`config.mk`:
```
export PLATFORM = sky130hd
export DESIGN_NAME = ep0_ctrl_xfer
export DESIGN_NICKNAME = d
export VERILOG_FILES = /design/src/rtl/ep0_ctl_pkg.sv /design/src/rtl/ep0_cen_reg.sv /design/src/rtl/ep0_stage_fsm.sv /design/src/rtl/ep0_irq_flags.sv /design/src/rtl/ep0_ctrl_xfer.sv
export SDC_FILE = /design/constraint.sdc
export NUM_CORES = 1
export LEC_CHECK = 0
export BUFFER_PORTS_ARGS = -buffer_cell sky130_fd_sc_hd__clkbuf_2
export CAP_MARGIN = 40
export CORE_MARGIN = 4
export CORE_UTILIZATION = 49
export CTS_BUF_LIST = sky130_fd_sc_hd__clkbuf_4
export DETAILED_ROUTE_END_ITERATION = 8
export PLACE_DENSITY = 0.9
export SLEW_MARGIN = 20
export SYNTH_ARGS = -nofsm -noshare
export SYNTH_HDL_FRONTEND = slang
export SYNTH_SLANG_ARGS = --single-unit
```
`constraint.sdc`:
```
create_clock -name clk -period 3.2 [get_ports clk]
set_input_delay 0.16 -clock clk [delete_from_list [all_inputs] [get_ports clk]]
set_output_delay 0.16 -clock clk [all_outputs]
set_load 0.02 [all_outputs]
```
`src/rtl/ep0_ctl_pkg.sv`:
```
`timescale 1ns/1ps
package ep0_ctl_pkg;
  typedef enum logic [2:0] {
    ST_IDLE,
    ST_SETUP,
    ST_DATA_OUT,
    ST_DATA_IN,
    ST_STATUS
  } stage_e;

  localparam int NFLAG   = 5;
  localparam int FL_BUF  = 0;
  localparam int FL_DONE = 1;
  localparam int FL_STG  = 2;
  localparam int FL_SBUF = 3;
  localparam int FL_ERR  = 4;

  localparam logic [1:0] MODE_HS_CTRL = 2'b01;
endpackage

```
`src/rtl/ep0_cen_reg.sv`:
```
`timescale 1ns/1ps
module ep0_cen_reg
  import ep0_ctl_pkg::*;
(
  input  logic       clk,
  input  logic       rst_n,
  input  logic       setup_i,
  input  logic       wr_i,
  input  logic       wbit_i,
  input  logic [1:0] mode_i,
  output logic       cen_o,
  output logic       ack_o
);
  logic cen_q;

  always_ff @(posedge clk or negedge rst_n) begin
    if (!rst_n)       cen_q <= 1'b0;
    else if (setup_i) cen_q <= 1'b0;
    else if (wr_i)    cen_q <= wbit_i;
  end

  assign cen_o = cen_q;
  assign ack_o = cen_q && (mode_i == MODE_HS_CTRL);


  setup_clr_chk: assert property (@(posedge clk) disable iff (!rst_n)
    setup_i |=> !cen_q);


  ack_gate_chk: assert property (@(posedge clk) disable iff (!rst_n)
    ack_o |-> (cen_q && mode_i == 2'b01));
endmodule

```
`src/rtl/ep0_stage_fsm.sv`:
```
`timescale 1ns/1ps
module ep0_stage_fsm
  import ep0_ctl_pkg::*;
(
  input  logic clk,
  input  logic rst_n,
  input  logic tok_setup_i,
  input  logic tok_in_i,
  input  logic tok_out_i,
  input  logic rd_dir_i,
  input  logic nodata_i,
  input  logic cen_i,
  input  logic ack_i,
  output logic done_o,
  output logic stg_chg_o
);
  stage_e stage_q, stage_d;
  logic   rd_q, nodata_q;
  logic   tok_stat, tok_data;

  // Status direction is the reverse of the data direction; no-data is IN.
  assign tok_stat = rd_q ? tok_out_i : tok_in_i;
  assign tok_data = rd_q ? tok_in_i  : tok_out_i;

  always_comb begin
    stage_d   = stage_q;
    done_o    = 1'b0;
    stg_chg_o = 1'b0;
    if (tok_setup_i) begin
      stage_d = ST_SETUP;
    end else begin
      case (stage_q)
        ST_SETUP: begin
          if (nodata_q) begin
            if (tok_stat) begin
              if (ack_i) begin done_o = 1'b1; stage_d = ST_IDLE; end
              else stage_d = ST_STATUS;
            end
          end else if (tok_data) begin
            stage_d = rd_q ? ST_DATA_IN : ST_DATA_OUT;
          end
        end
        ST_DATA_OUT, ST_DATA_IN: begin
          if (tok_stat) begin
            stg_chg_o = !cen_i;
            if (ack_i) begin done_o = 1'b1; stage_d = ST_IDLE; end
            else stage_d = ST_STATUS;
          end
        end
        ST_STATUS: begin
          if (tok_stat && ack_i) begin
            done_o  = 1'b1;
            stage_d = ST_IDLE;
          end
        end
        default: stage_d = stage_q;
      endcase
    end
  end

  always_ff @(posedge clk or negedge rst_n) begin
    if (!rst_n) begin
      stage_q  <= ST_IDLE;
      rd_q     <= 1'b0;
      nodata_q <= 1'b0;
    end else begin
      stage_q <= stage_d;
      if (tok_setup_i) begin
        rd_q     <= rd_dir_i & ~nodata_i;
        nodata_q <= nodata_i;
      end
    end
  end


  done_idle_chk: assert property (@(posedge clk) disable iff (!rst_n)
    done_o |=> (stage_q == ST_IDLE));


  stg_nak_chk: assert property (@(posedge clk) disable iff (!rst_n)
    stg_chg_o |-> (!cen_i && !ack_i));


  nodata_stg_chk: assert property (@(posedge clk) disable iff (!rst_n)
    stg_chg_o |-> !nodata_q);


  nak_hold_chk: assert property (@(posedge clk) disable iff (!rst_n)
    (stage_q == ST_STATUS && !tok_setup_i && !ack_i) |=> (stage_q == ST_STATUS));
endmodule

```
`src/rtl/ep0_irq_flags.sv`:
```
`timescale 1ns/1ps
module ep0_irq_flags #(
  parameter int N = 5
) (
  input  logic         clk,
  input  logic         rst_n,
  input  logic [N-1:0] set_i,
  input  logic [N-1:0] clr_i,
  input  logic [N-1:0] hwclr_i,
  output logic [N-1:0] flags_o
);
  logic [N-1:0] flags_q;

  for (genvar k = 0; k < N; k++) begin : g_flag
    always_ff @(posedge clk or negedge rst_n) begin
      if (!rst_n)                     flags_q[k] <= 1'b0;
      else if (set_i[k])              flags_q[k] <= 1'b1;
      else if (clr_i[k] || hwclr_i[k]) flags_q[k] <= 1'b0;
    end


    set_wins_chk: assert property (@(posedge clk) disable iff (!rst_n)
      set_i[k] |=> flags_q[k]);


    hw_clear_chk: assert property (@(posedge clk) disable iff (!rst_n)
      (hwclr_i[k] && !set_i[k]) |=> !flags_q[k]);
  end

  assign flags_o = flags_q;
endmodule

```
`src/rtl/ep0_ctrl_xfer.sv`:
```
`timescale 1ns/1ps
module ep0_ctrl_xfer
  import ep0_ctl_pkg::*;
#(
  parameter int DW = 8
) (
  input  logic          clk,
  input  logic          rst_n,
  input  logic          tok_setup_i,
  input  logic          tok_in_i,
  input  logic          tok_out_i,
  input  logic          setup_rd_i,
  input  logic          setup_nodata_i,
  input  logic          buf_rdy_i,
  input  logic          setup_buf_rdy_i,
  input  logic          xfer_err_i,
  input  logic [1:0]    rsp_mode_i,
  input  logic          cpu_we_i,
  input  logic          cpu_sel_i,
  input  logic [DW-1:0] cpu_wdata_i,
  output logic [DW-1:0] cpu_rdata_o,
  output logic          status_ack_o,
  output logic          irq_o
);
  localparam int PADC = DW - 1;
  localparam int PADF = DW - NFLAG;

  logic             cen, ack, done, stg_chg;
  logic [NFLAG-1:0] set_v, clr_v, hwclr_v, flags;
  logic             unused_wr_hi;

  assign unused_wr_hi = ^cpu_wdata_i[DW-1:NFLAG];

  ep0_cen_reg u_cen (
    .clk     (clk),
    .rst_n   (rst_n),
    .setup_i (tok_setup_i),
    .wr_i    (cpu_we_i && !cpu_sel_i),
    .wbit_i  (cpu_wdata_i[0]),
    .mode_i  (rsp_mode_i),
    .cen_o   (cen),
    .ack_o   (ack)
  );

  ep0_stage_fsm u_fsm (
    .clk         (clk),
    .rst_n       (rst_n),
    .tok_setup_i (tok_setup_i),
    .tok_in_i    (tok_in_i),
    .tok_out_i   (tok_out_i),
    .rd_dir_i    (setup_rd_i),
    .nodata_i    (setup_nodata_i),
    .cen_i       (cen),
    .ack_i       (ack),
    .done_o      (done),
    .stg_chg_o   (stg_chg)
  );

  always_comb begin
    set_v          = '0;
    set_v[FL_BUF]  = buf_rdy_i;
    set_v[FL_DONE] = done;
    set_v[FL_STG]  = stg_chg;
    set_v[FL_SBUF] = setup_buf_rdy_i;
    set_v[FL_ERR]  = xfer_err_i;
    hwclr_v         = '0;
    hwclr_v[FL_ERR] = tok_setup_i;
    clr_v = (cpu_we_i && cpu_sel_i) ? ~cpu_wdata_i[NFLAG-1:0] : '0;
  end

  ep0_irq_flags #(.N(NFLAG)) u_flags (
    .clk     (clk),
    .rst_n   (rst_n),
    .set_i   (set_v),
    .clr_i   (clr_v),
    .hwclr_i (hwclr_v),
    .flags_o (flags)
  );

  assign cpu_rdata_o  = cpu_sel_i ? {{PADF{1'b0}}, flags} : {{PADC{1'b0}}, cen};
  assign status_ack_o = ack;
  assign irq_o        = |flags;


  rd_pad_chk: assert property (@(posedge clk) disable iff (!rst_n)
    cpu_rdata_o[DW-1:NFLAG] == '0);


  irq_fall_chk: assert property (@(posedge clk) disable iff (!rst_n)
    (!irq_o && !(|set_v)) |=> !irq_o);
endmodule

```
==> results of run 1 <==
## through the flow
step / hold slack [ns] / cell area (sq um) / instances / setup slack (ns) / power, mW
after floorplan: -0.136 / 649 / 70 / 2.00 / 0.218
after global placement: 0.0452 / 758 / 105 / 1.92 / 0.239
after detailed placement: 0.0509 / 758 / 105 / 1.88 / 0.243
after CTS: 0.0719 / 798 / 110 / 1.86 / 0.347
after global routing: 0.0694 / 798 / 110 / 1.80 / 0.367
final: 0.0748 / 798 / 110 / 1.87 / 0.343
## cells in the mapped netlist
library cell and instances:
and2_1 4, inv_1 1, buf_4 3, nor3_1 1, nand2_1 6, a31oi_1 1, mux2_2 2, o21ai_1 2
o31ai_1 1, mux2i_2 1, or4b_1 1, nand2b_4 1, dfrtp_1 11, nand4b_1 1, mux2i_1 1, nor2b_1 2
o21ai_0 6, a21oi_1 3, nor2_1 8, nand2b_1 5, conb_1 1, o31ai_2 1, buf_6 1, and3b_1 1
a211oi_2 1, o22ai_1 1, mux2_1 1
## worst paths after layout
check | startpoint | end | slack (ns)
max in group asynchronous | rst_n | u_fsm.rd_q | 2.68
max reg2reg | u_fsm.rd_q | u_fsm.stage_q[2] | 1.87
min | xfer_err_i | u_flags.flags_o[4] | 0.07
max | u_fsm.rd_q | u_fsm.stage_q[2] | 1.87
min in group asynchronous | rst_n | u_flags.flags_o[1] | 0.31
min reg2reg | u_flags.flags_o[3] | u_flags.flags_o[3] | 0.55
## flip-flops by register name, indices dropped and copies added, names as in the netlist
name and cells:
u_flags.flags_o 5, u_fsm.nodata_q 1, u_fsm.rd_q 1, u_fsm.stage_q 3, u_cen.cen_o 1
## cell type report
cell class / count / area (sq um)
clock buffers: 4 / 30.0
fillers: 101 / 373
inverters: 1 / 3.75
multi-input cells: 54 / 337
flip-flops and latches: 11 / 275
well taps: 14 / 17.5
repair buffers: 26 / 135
## timing repair
item	in CTS	in global routing
hold buffers	1	0
hold endpoints to repair	11	0
gates resized for setup	0	0
## cell families after synthesis
| group | count (synthesis) | share of synthesized area, % |
|---|---|---|
| buffers and inverters | 5 | 5.85 |
| AND/OR/NAND/NOR | 30 | 26.1 |
| AO/OA/AOI/OAI | 16 | 15.6 |
| flip-flops | 11 | 42.9 |
| other | 1 | 0.584 |
| multiplexers | 5 | 8.97 |
## metal layers
metal	vias up	global-route usage [%]	share of wire, %	wire length (microns)
met5	-	0	0	0
met4	0	7.23	0.68	9
li1	288	-	-	-
met2	28	25.3	47	618
met1	271	18.8	41	535
met3	2	4.88	11	150
## power by group
part | internal [mW] | switching, mW
clock | 0.0567 | 0.0447
sequential | 0.151 | 0.0144
combinational | 0.0355 | 0.0408
==> flow_summary.json, run 1 <==
{
  "final_util_pct": 68.2,
  "skew_ns": 0.00147,
  "cts.sinks": 11,
  "synth_top_cell_area_share_pct": 42.9,
  "dieArea_sq_um": 1950,
  "ys_seq_elements": 11,
  "vias": 589,
  "cp-end-kind": "flop",
  "fin_nets": 119,
  "yosys_warnings": 0,
  "leakage_nw": 0.387,
  "pin_count": 32,
  "slowest_stage": "dfrtp_1",
  "dp_hpwl_microns": 1020,
  "grt_pass1_vias": 540,
  "synth_cell_types": 27,
  "syn_inst": 68,
  "drc": 0,
  "post-route-min-period_ns": 1.33,
  "yosysSeqAreaShare_pct": 42.9,
  "grt_start_max_net_pins": 12,
  "gp_congestion": 0.815,
  "grt.overflow.total": 0,
  "crit_buf_inv": 0,
  "initialDrtViolationCount": 8,
  "synthesis.area_sq_um": 642,
  "antenna_cells": 0,
  "hp-class": "in2reg",
  "max-clock-path-buffers": 2,
  "postRouteAntennaNets": 0,
  "setup_viol": 0,
  "status": "finished clean",
  "area_delta_synth_final_pct": 24.4,
  "drive_gt1_share_pct": 36.5,
  "rsz0062_at_grt": "no",
  "start_kind": "flop",
  "fin_tns_setup_ns": 0,
  "clkLatencyLatePin_ns": 0.27,
  "arrival_ns": 1.51,
  "worstPathRequired_ns": 3.38,
  "fin_crit_sh_pct": 41.5,
  "portBuffers": 25,
  "post_cts_buffers": 0,
  "root_buffer": "clkbuf_4",
  "crit_chain": "mux2i_2 -> nand2b_4 -> nand2_1 -> a211oi_2",
  "crit_type": "reg2reg",
  "final_cell_mix": "clkbuf_2 (25), dfrtp_1 (11), nor2_1 (8)",
  "cp_top_family": "flip-flops",
  "cts-buffers-inserted": 3,
  "mostFrequentLayoutCell": "clkbuf_2",
  "slowest_delay_ns": 0.42,
  "synth_top_area_cell": "dfrtp_1",
  "max-cap-violations": 0,
  "core_sq_um": 1170,
  "first_pass_iters": 2,
  "num_rows": 12,
  "cts.htree.levels": 1,
  "final_hold_viol_count": 0,
  "grt_usage_pct": 15.6,
  "die_w_microns": 44.2,
  "fmax_ghz": 0.753,
  "start_util_pct": 54.8,
  "antenna_found_initial": 0,
  "tritoncts": "yes",
  "syn_area_per_cell_sq_um": 9.44,
  "whs_path_depth": 2,
  "pwr_density_cell_nw_per_um2": 430,
  "viasPerCell": 5.35,
  "die_h_microns": 44.2,
  "peakVddDrop_mv": 0.267,
  "wl_per_cell_microns": 11.9,
  "clkSlewWorstSetupHoldPaths_ns": 0.07,
  "worst-path-stages": 4,
  "drv_slew": 0,
  "grt_pass1_wl_microns": 2240,
  "synthTopCellsByArea": "dfrtp_1 (43%), nand2b_1 (4.9%), o21ai_0 (4.7%), nor2_1 (4.7%), and2_1 (3.9%)",
  "crit_fanout": 5,
  "r2r_cells": 4,
  "wirelength_microns": 1310
}
Power figures use the tool's default switching activity.
==> run 2, diff against run 1 <==
- CORE_UTILIZATION: 49 -> 41
- PLACE_DENSITY: 0.9 -> 0.81
- clock period: 3.2 -> 1.1 ns (I/O delays scaled with it)
==> run 2 against run 1 <==
The run now ends with setup timing left. Global-route usage increased by 2.0 points. Core utilization decreased by 1.1 points. Fmax is 11% higher. Routed wire length is 45% higher. Critical endpoint is now u_flags.flags_o[1]. Largest cell class unchanged.
==> flow_summary.json, run 2 (synthesis gave the netlist of run 1 again) <==
{
  "status": "finished with violations",
  "violations": "setup timing",
  "final_area_sq_um": 998,
  "worstPathRequired_ns": 1.24,
  "grt_pass1_vias": 623,
  "fillCellCount": 129,
  "dpl-instance-area_sq_um": 820,
  "clkSlewWorstSetupHoldPaths_ns": 0.07,
  "fmax_ghz": 0.837,
  "place_inst": 114,
  "num_rows": 14,
  "area_delta_synth_final_pct": 55.6,
  "grt.overflow.total": 0,
  "mostFrequentLayoutCell": "clkbuf_2",
  "worstHoldStart": "setup_rd_i",
  "dieArea_sq_um": 2260,
  "layout_setup_ws_ns": -0.0947,
  "die_h_microns": 47.6,
  "root_buffer": "clkbuf_4",
  "crit_buf_inv": 2,
  "dp_worst_setup_slack_ns": -0.104,
  "antenna_found_initial": 0,
  "reg2reg_to": "u_flags.flags_o[1]",
  "wl_per_cell_microns": 14.9,
  "viasPerCell": 5.16,
  "final_hold_viol_count": 0,
  "crit_type": "reg2reg",
  "setup_viol": 7,
  "pin_count": 32,
  "cp_common_cell": "a21oi_2",
  "r2r_start": "u_fsm.stage_q[1]",
  "crit_chain": "buf_6 -> buf_4 -> a21oi_2 -> nor2_1 -> a21oi_2 -> o31ai_2",
  "cp_top_family": "flip-flops",
  "cts.sinks": 11,
  "clkLatencyLatePin_ns": 0.27,
  "drc": 0,
  "fin_nets": 135,
  "die_w_microns": 47.6,
  "hp-class": "in2reg",
  "p_total_mw": 1.12,
  "rrSetupSlack_ns": -0.09,
  "largest_register_ffs": 5,
  "hold_end": "u_fsm.rd_q",
  "grt_pass1_wl_microns": 2650,
  "vias": 661,
  "crit_fanout": 5,
  "cts-buffers-inserted": 3,
  "gp_congestion": 0.797,
  "dp_hpwl_microns": 1200,
  "arrival_ns": 1.34,
  "postRouteAntennaNets": 0,
  "wirelength_microns": 1910,
  "initialDrtViolationCount": 13,
  "antenna_cells": 0,
  "peakVddDrop_mv": 0.786,
  "tritoncts": "yes",
  "start_kind": "flop",
  "post-route-min-period_ns": 1.19,
  "fin_crit_sh_pct": 109,
  "core_sq_um": 1490,
  "whs_path_depth": 3,
  "portBuffers": 25,
  "leakage_nw": 0.478,
  "rsz0062_at_grt": "yes",
  "final_cell_mix": "clkbuf_2 (22), buf_4 (10), dfrtp_1 (10)",
  "r2r_cells": 6,
  "max-cap-violations": 0,
  "skew_ns": 0.00188,
  "cts.htree.levels": 1,
  "drive_gt1_share_pct": 51.8,
  "start_util_pct": 43.1,
  "slowest_delay_ns": 0.45,
  "max-clock-path-buffers": 2,
  "instances_no_fill": 128,
  "first_pass_iters": 4,
  "drv_slew": 0,
  "slowest_stage": "dfrtp_2",
  "grt_start_max_net_pins": 12,
  "cp-end-kind": "flop",
  "pwr_density_cell_nw_per_um2": 1120,
  "hold-worst-slack_ns": 0.0175,
  "grt_usage_pct": 17.6
}
-- run 2: cell count changes in the layout (fill, tap and decap cells not counted), sizes merged --
cell and delta:
clkbuf -2, buf +14, dlygate4sd3 +4
-- run 2: final cells by class --
class | instances | area [sq um] | area share [%]
multi-input combinational | 54 | 380 | 38.1
timing repair buffer | 42 | 288 | 28.8
sequential | 11 | 277 | 27.7
clock buffer | 4 | 30.0 | 3.01
tap | 16 | 20.0 | 2.01
inverter | 1 | 3.75 | 0.376
-- run 2: worst min-delay path, cell delays in order --
cell and delay [ns]:
clkbuf_2 0.08, nand2_1 0.06, o22ai_1 0.05
-- run 2: repair_timing --
action / CTS / global route
resized for setup: 4 / 14
pin swaps: 2 / 3
hold buffers: 5 / 0
endpoints found under the hold margin: 15 / 0
setup buffers: 1 / 4
endpoints found under the setup margin: 7 / 8
-- run 2: where the power goes --
group	leakage [nW]	internal, mW	switching (mW)
registers	0.132	0.439	0.0390
clock network	0.0184	0.165	0.131
logic	0.328	0.180	0.166
total	0.478	0.784	0.336
-- run 2: layer usage --
| metal | global-route usage [%] | vias to the layer above | part of all wire, % |
|---|---|---|---|
| met5 | 0 | - | 0 |
| met4 | 8.06 | 0 | 2.0 |
| met3 | 6.39 | 4 | 6.3 |
| met2 | 30.7 | 31 | 57 |
| met1 | 18.8 | 309 | 34 |
| li1 | - | 317 | - |
-- run 2: worst max-delay path by stage --
stage | slack (ns) | startpoint | endpoint | cells after the start
2_1_floorplan | -0.06 | u_fsm.rd_q | u_fsm.stage_q[2] | 4
3_3_place_gp | -0.05 | u_fsm.rd_q | u_fsm.stage_q[0] | 4
3_5_place_dp | -0.10 | u_fsm.rd_q | u_fsm.stage_q[0] | 4
4_1_cts | -0.09 | u_fsm.stage_q[1] | u_fsm.stage_q[0] | 4
5_1_grt | -0.18 | u_fsm.stage_q[1] | u_fsm.stage_q[2] | 5
6_report | -0.09 | u_fsm.stage_q[1] | u_flags.flags_o[1] | 6
-- run 2: metrics by stage --
step                      setup TNS [ns]  util, %
after floorplan                   -0.112        -
after global placement           -0.0809     55.0
after detailed placement          -0.182     55.0
after CTS                         -0.363     62.4
after global routing              -0.886     67.1
final                             -0.433     67.1
==> run 3, diff against run 2 <==
- MAX_ROUTING_LAYER: default -> met4
- PLACE_DENSITY: 0.81 -> 0.8
==> run 3 against run 2 <==
The flow still finishes with violations (setup timing). Clock skew hardly changed. Global-route usage is 0.62 points higher. Combinational power decreased by 11%. Highest routed layer unchanged. Hold slack worse by 0.011 ns. Sequential share of layout area is 1.3 points higher. Power shrank 3.0%. Die area unchanged. First-iteration DRC count shrank 85%. Critical path depth down 2. Core utilization fell by 3.2 points. Clock power grew 3%. Via count shrank 7.6%. Critical endpoint is now u_fsm.stage_q[2].
==> flow_summary.json, run 3 (synthesis gave the netlist of run 1 again) <==
{
  "fin_nets": 132,
  "grt_usage_pct": 18.2,
  "top_layer_used": "met4",
  "layout_setup_ws_ns": -0.0765,
  "final_hold_viol_count": 0,
  "drv_slew": 0,
  "die_h_microns": 47.6,
  "leakage_nw": 0.462,
  "wl_met2_microns": 854,
  "largest_register_ffs": 5,
  "hp-class": "in2reg",
  "start_kind": "flop",
  "antenna_cells": 0,
  "violations": "setup timing",
  "portBuffers": 25,
  "dp_worst_setup_slack_ns": -0.0955,
  "rsz0062_at_grt": "yes",
  "vias": 611,
  "crit_buf_inv": 0,
  "grt_start_max_net_pins": 12,
  "clkSlewWorstSetupHoldPaths_ns": 0.07,
  "crit_chain": "mux2i_2 -> nand2b_4 -> nand2_2 -> a211oi_2",
  "max-cap-violations": 0,
  "status": "finished with violations",
  "dieArea_sq_um": 2260,
  "cts-buffers-inserted": 3,
  "post-route-min-period_ns": 1.18,
  "postRouteAntennaNets": 0,
  "arrival_ns": 1.37,
  "grt_pass1_vias": 609,
  "cp-end-kind": "flop",
  "num_rows": 14,
  "tritoncts": "yes",
  "peakVddDrop_mv": 0.723,
  "start_util_pct": 43.1,
  "pin_count": 32,
  "drc": 0,
  "worstPathRequired_ns": 1.29,
  "initialDrtViolationCount": 2,
  "cts.sinks": 11,
  "drive_gt1_share_pct": 46.8,
  "setup_viol": 7,
  "area_delta_synth_final_pct": 48.1,
  "root_buffer": "clkbuf_4",
  "die_w_microns": 47.6,
  "max-clock-path-buffers": 2,
  "slowest_delay_ns": 0.40,
  "first_pass_iters": 2,
  "cp_top_family": "flip-flops",
  "slowest_stage": "dfrtp_1",
  "grt.overflow.total": 0,
  "antenna_found_initial": 0,
  "grt_pass1_wl_microns": 2630,
  "final_util_pct": 63.9,
  "cts.htree.levels": 1,
  "mostFrequentLayoutCell": "clkbuf_2",
  "core_sq_um": 1490,
  "skew_ns": 0.00201,
  "fin_crit_sh_pct": 107,
  "wl_per_cell_microns": 12.6,
  "fmax_ghz": 0.850,
  "final_cell_mix": "clkbuf_2 (22), dfrtp_1 (11), buf_4 (9)",
  "gp_congestion": 0.757,
  "crit_fanout": 3,
  "met3WireLength_microns": 102,
  "wirelength_microns": 1580,
  "pwr_density_cell_nw_per_um2": 1140,
  "viasPerCell": 4.89,
  "wl_met1_microns": 613,
  "crit_type": "reg2reg",
  "dp_hpwl_microns": 1180,
  "clkLatencyLatePin_ns": 0.27
}
## run 3: what timing repair did
item / 4_1_cts / 5_1_grt
resized for setup: 6 / 6
setup endpoints to repair: 7 / 8
setup buffers: 2 / 0
hold buffers: 5 / 0
pin swaps: 1 / 3
hold endpoints to repair: 15 / 0
## run 3: path summary, 6_finish.rpt
kind	startpoint	to	slack, ns	depth (start not counted)
worst min-delay path	setup_rd_i	u_fsm.rd_q	0.006	3
worst min register to register	u_fsm.stage_q[2]	u_flags.flags_o[2]	0.58	2
max in group asynchronous	rst_n	u_fsm.stage_q[0]	0.71	2
worst max-delay path	u_fsm.rd_q	u_fsm.stage_q[2]	-0.08	4
worst max register to register	u_fsm.rd_q	u_fsm.stage_q[2]	-0.08	4
min in group asynchronous	rst_n	u_flags.flags_o[0]	0.17	2
## run 3: routing by layer
layer	up-vias	track usage [%]
met4	0	4.84
li1	313	-
met2	15	31.0
met5	-	-
met3	3	7.89
met1	280	19.2
## run 3: tightest hold or removal path: cells and delay by family
kind	cells	cell delay (ns)
AOI/OAI and AO/OA	1	0.06
buffers and inverters	1	0.08
and+or+nand+nor	1	0.05
## run 3: per-stage QoR
step	hold slack (ns)	area, sq um	instances	setup TNS [ns]	power [mW]
global route	0.00152	951	125	-0.885	1.17
detailed placement	-0.0581	820	114	-0.200	0.749
finish	0.00629	951	125	-0.309	1.09
CTS	0.00123	937	125	-0.327	1.09
global placement	-0.0589	820	114	-0.0938	0.740
floorplan	-0.241	656	70	-0.112	0.640
## run 3: cell type report
type / instances / area (sq um)
fill: 130 / 538
multi-input combinational: 54 / 364
timing repair buffer: 39 / 258
sequential: 11 / 275
clock buffer: 4 / 30.0
tap: 16 / 20.0
inverter: 1 / 3.75
## run 3: power by group
part           switching [mW]  internal [mW]  total [mW]
clock                   0.141          0.165       0.306
combinational           0.148          0.159       0.308
sequential             0.0338          0.439       0.472
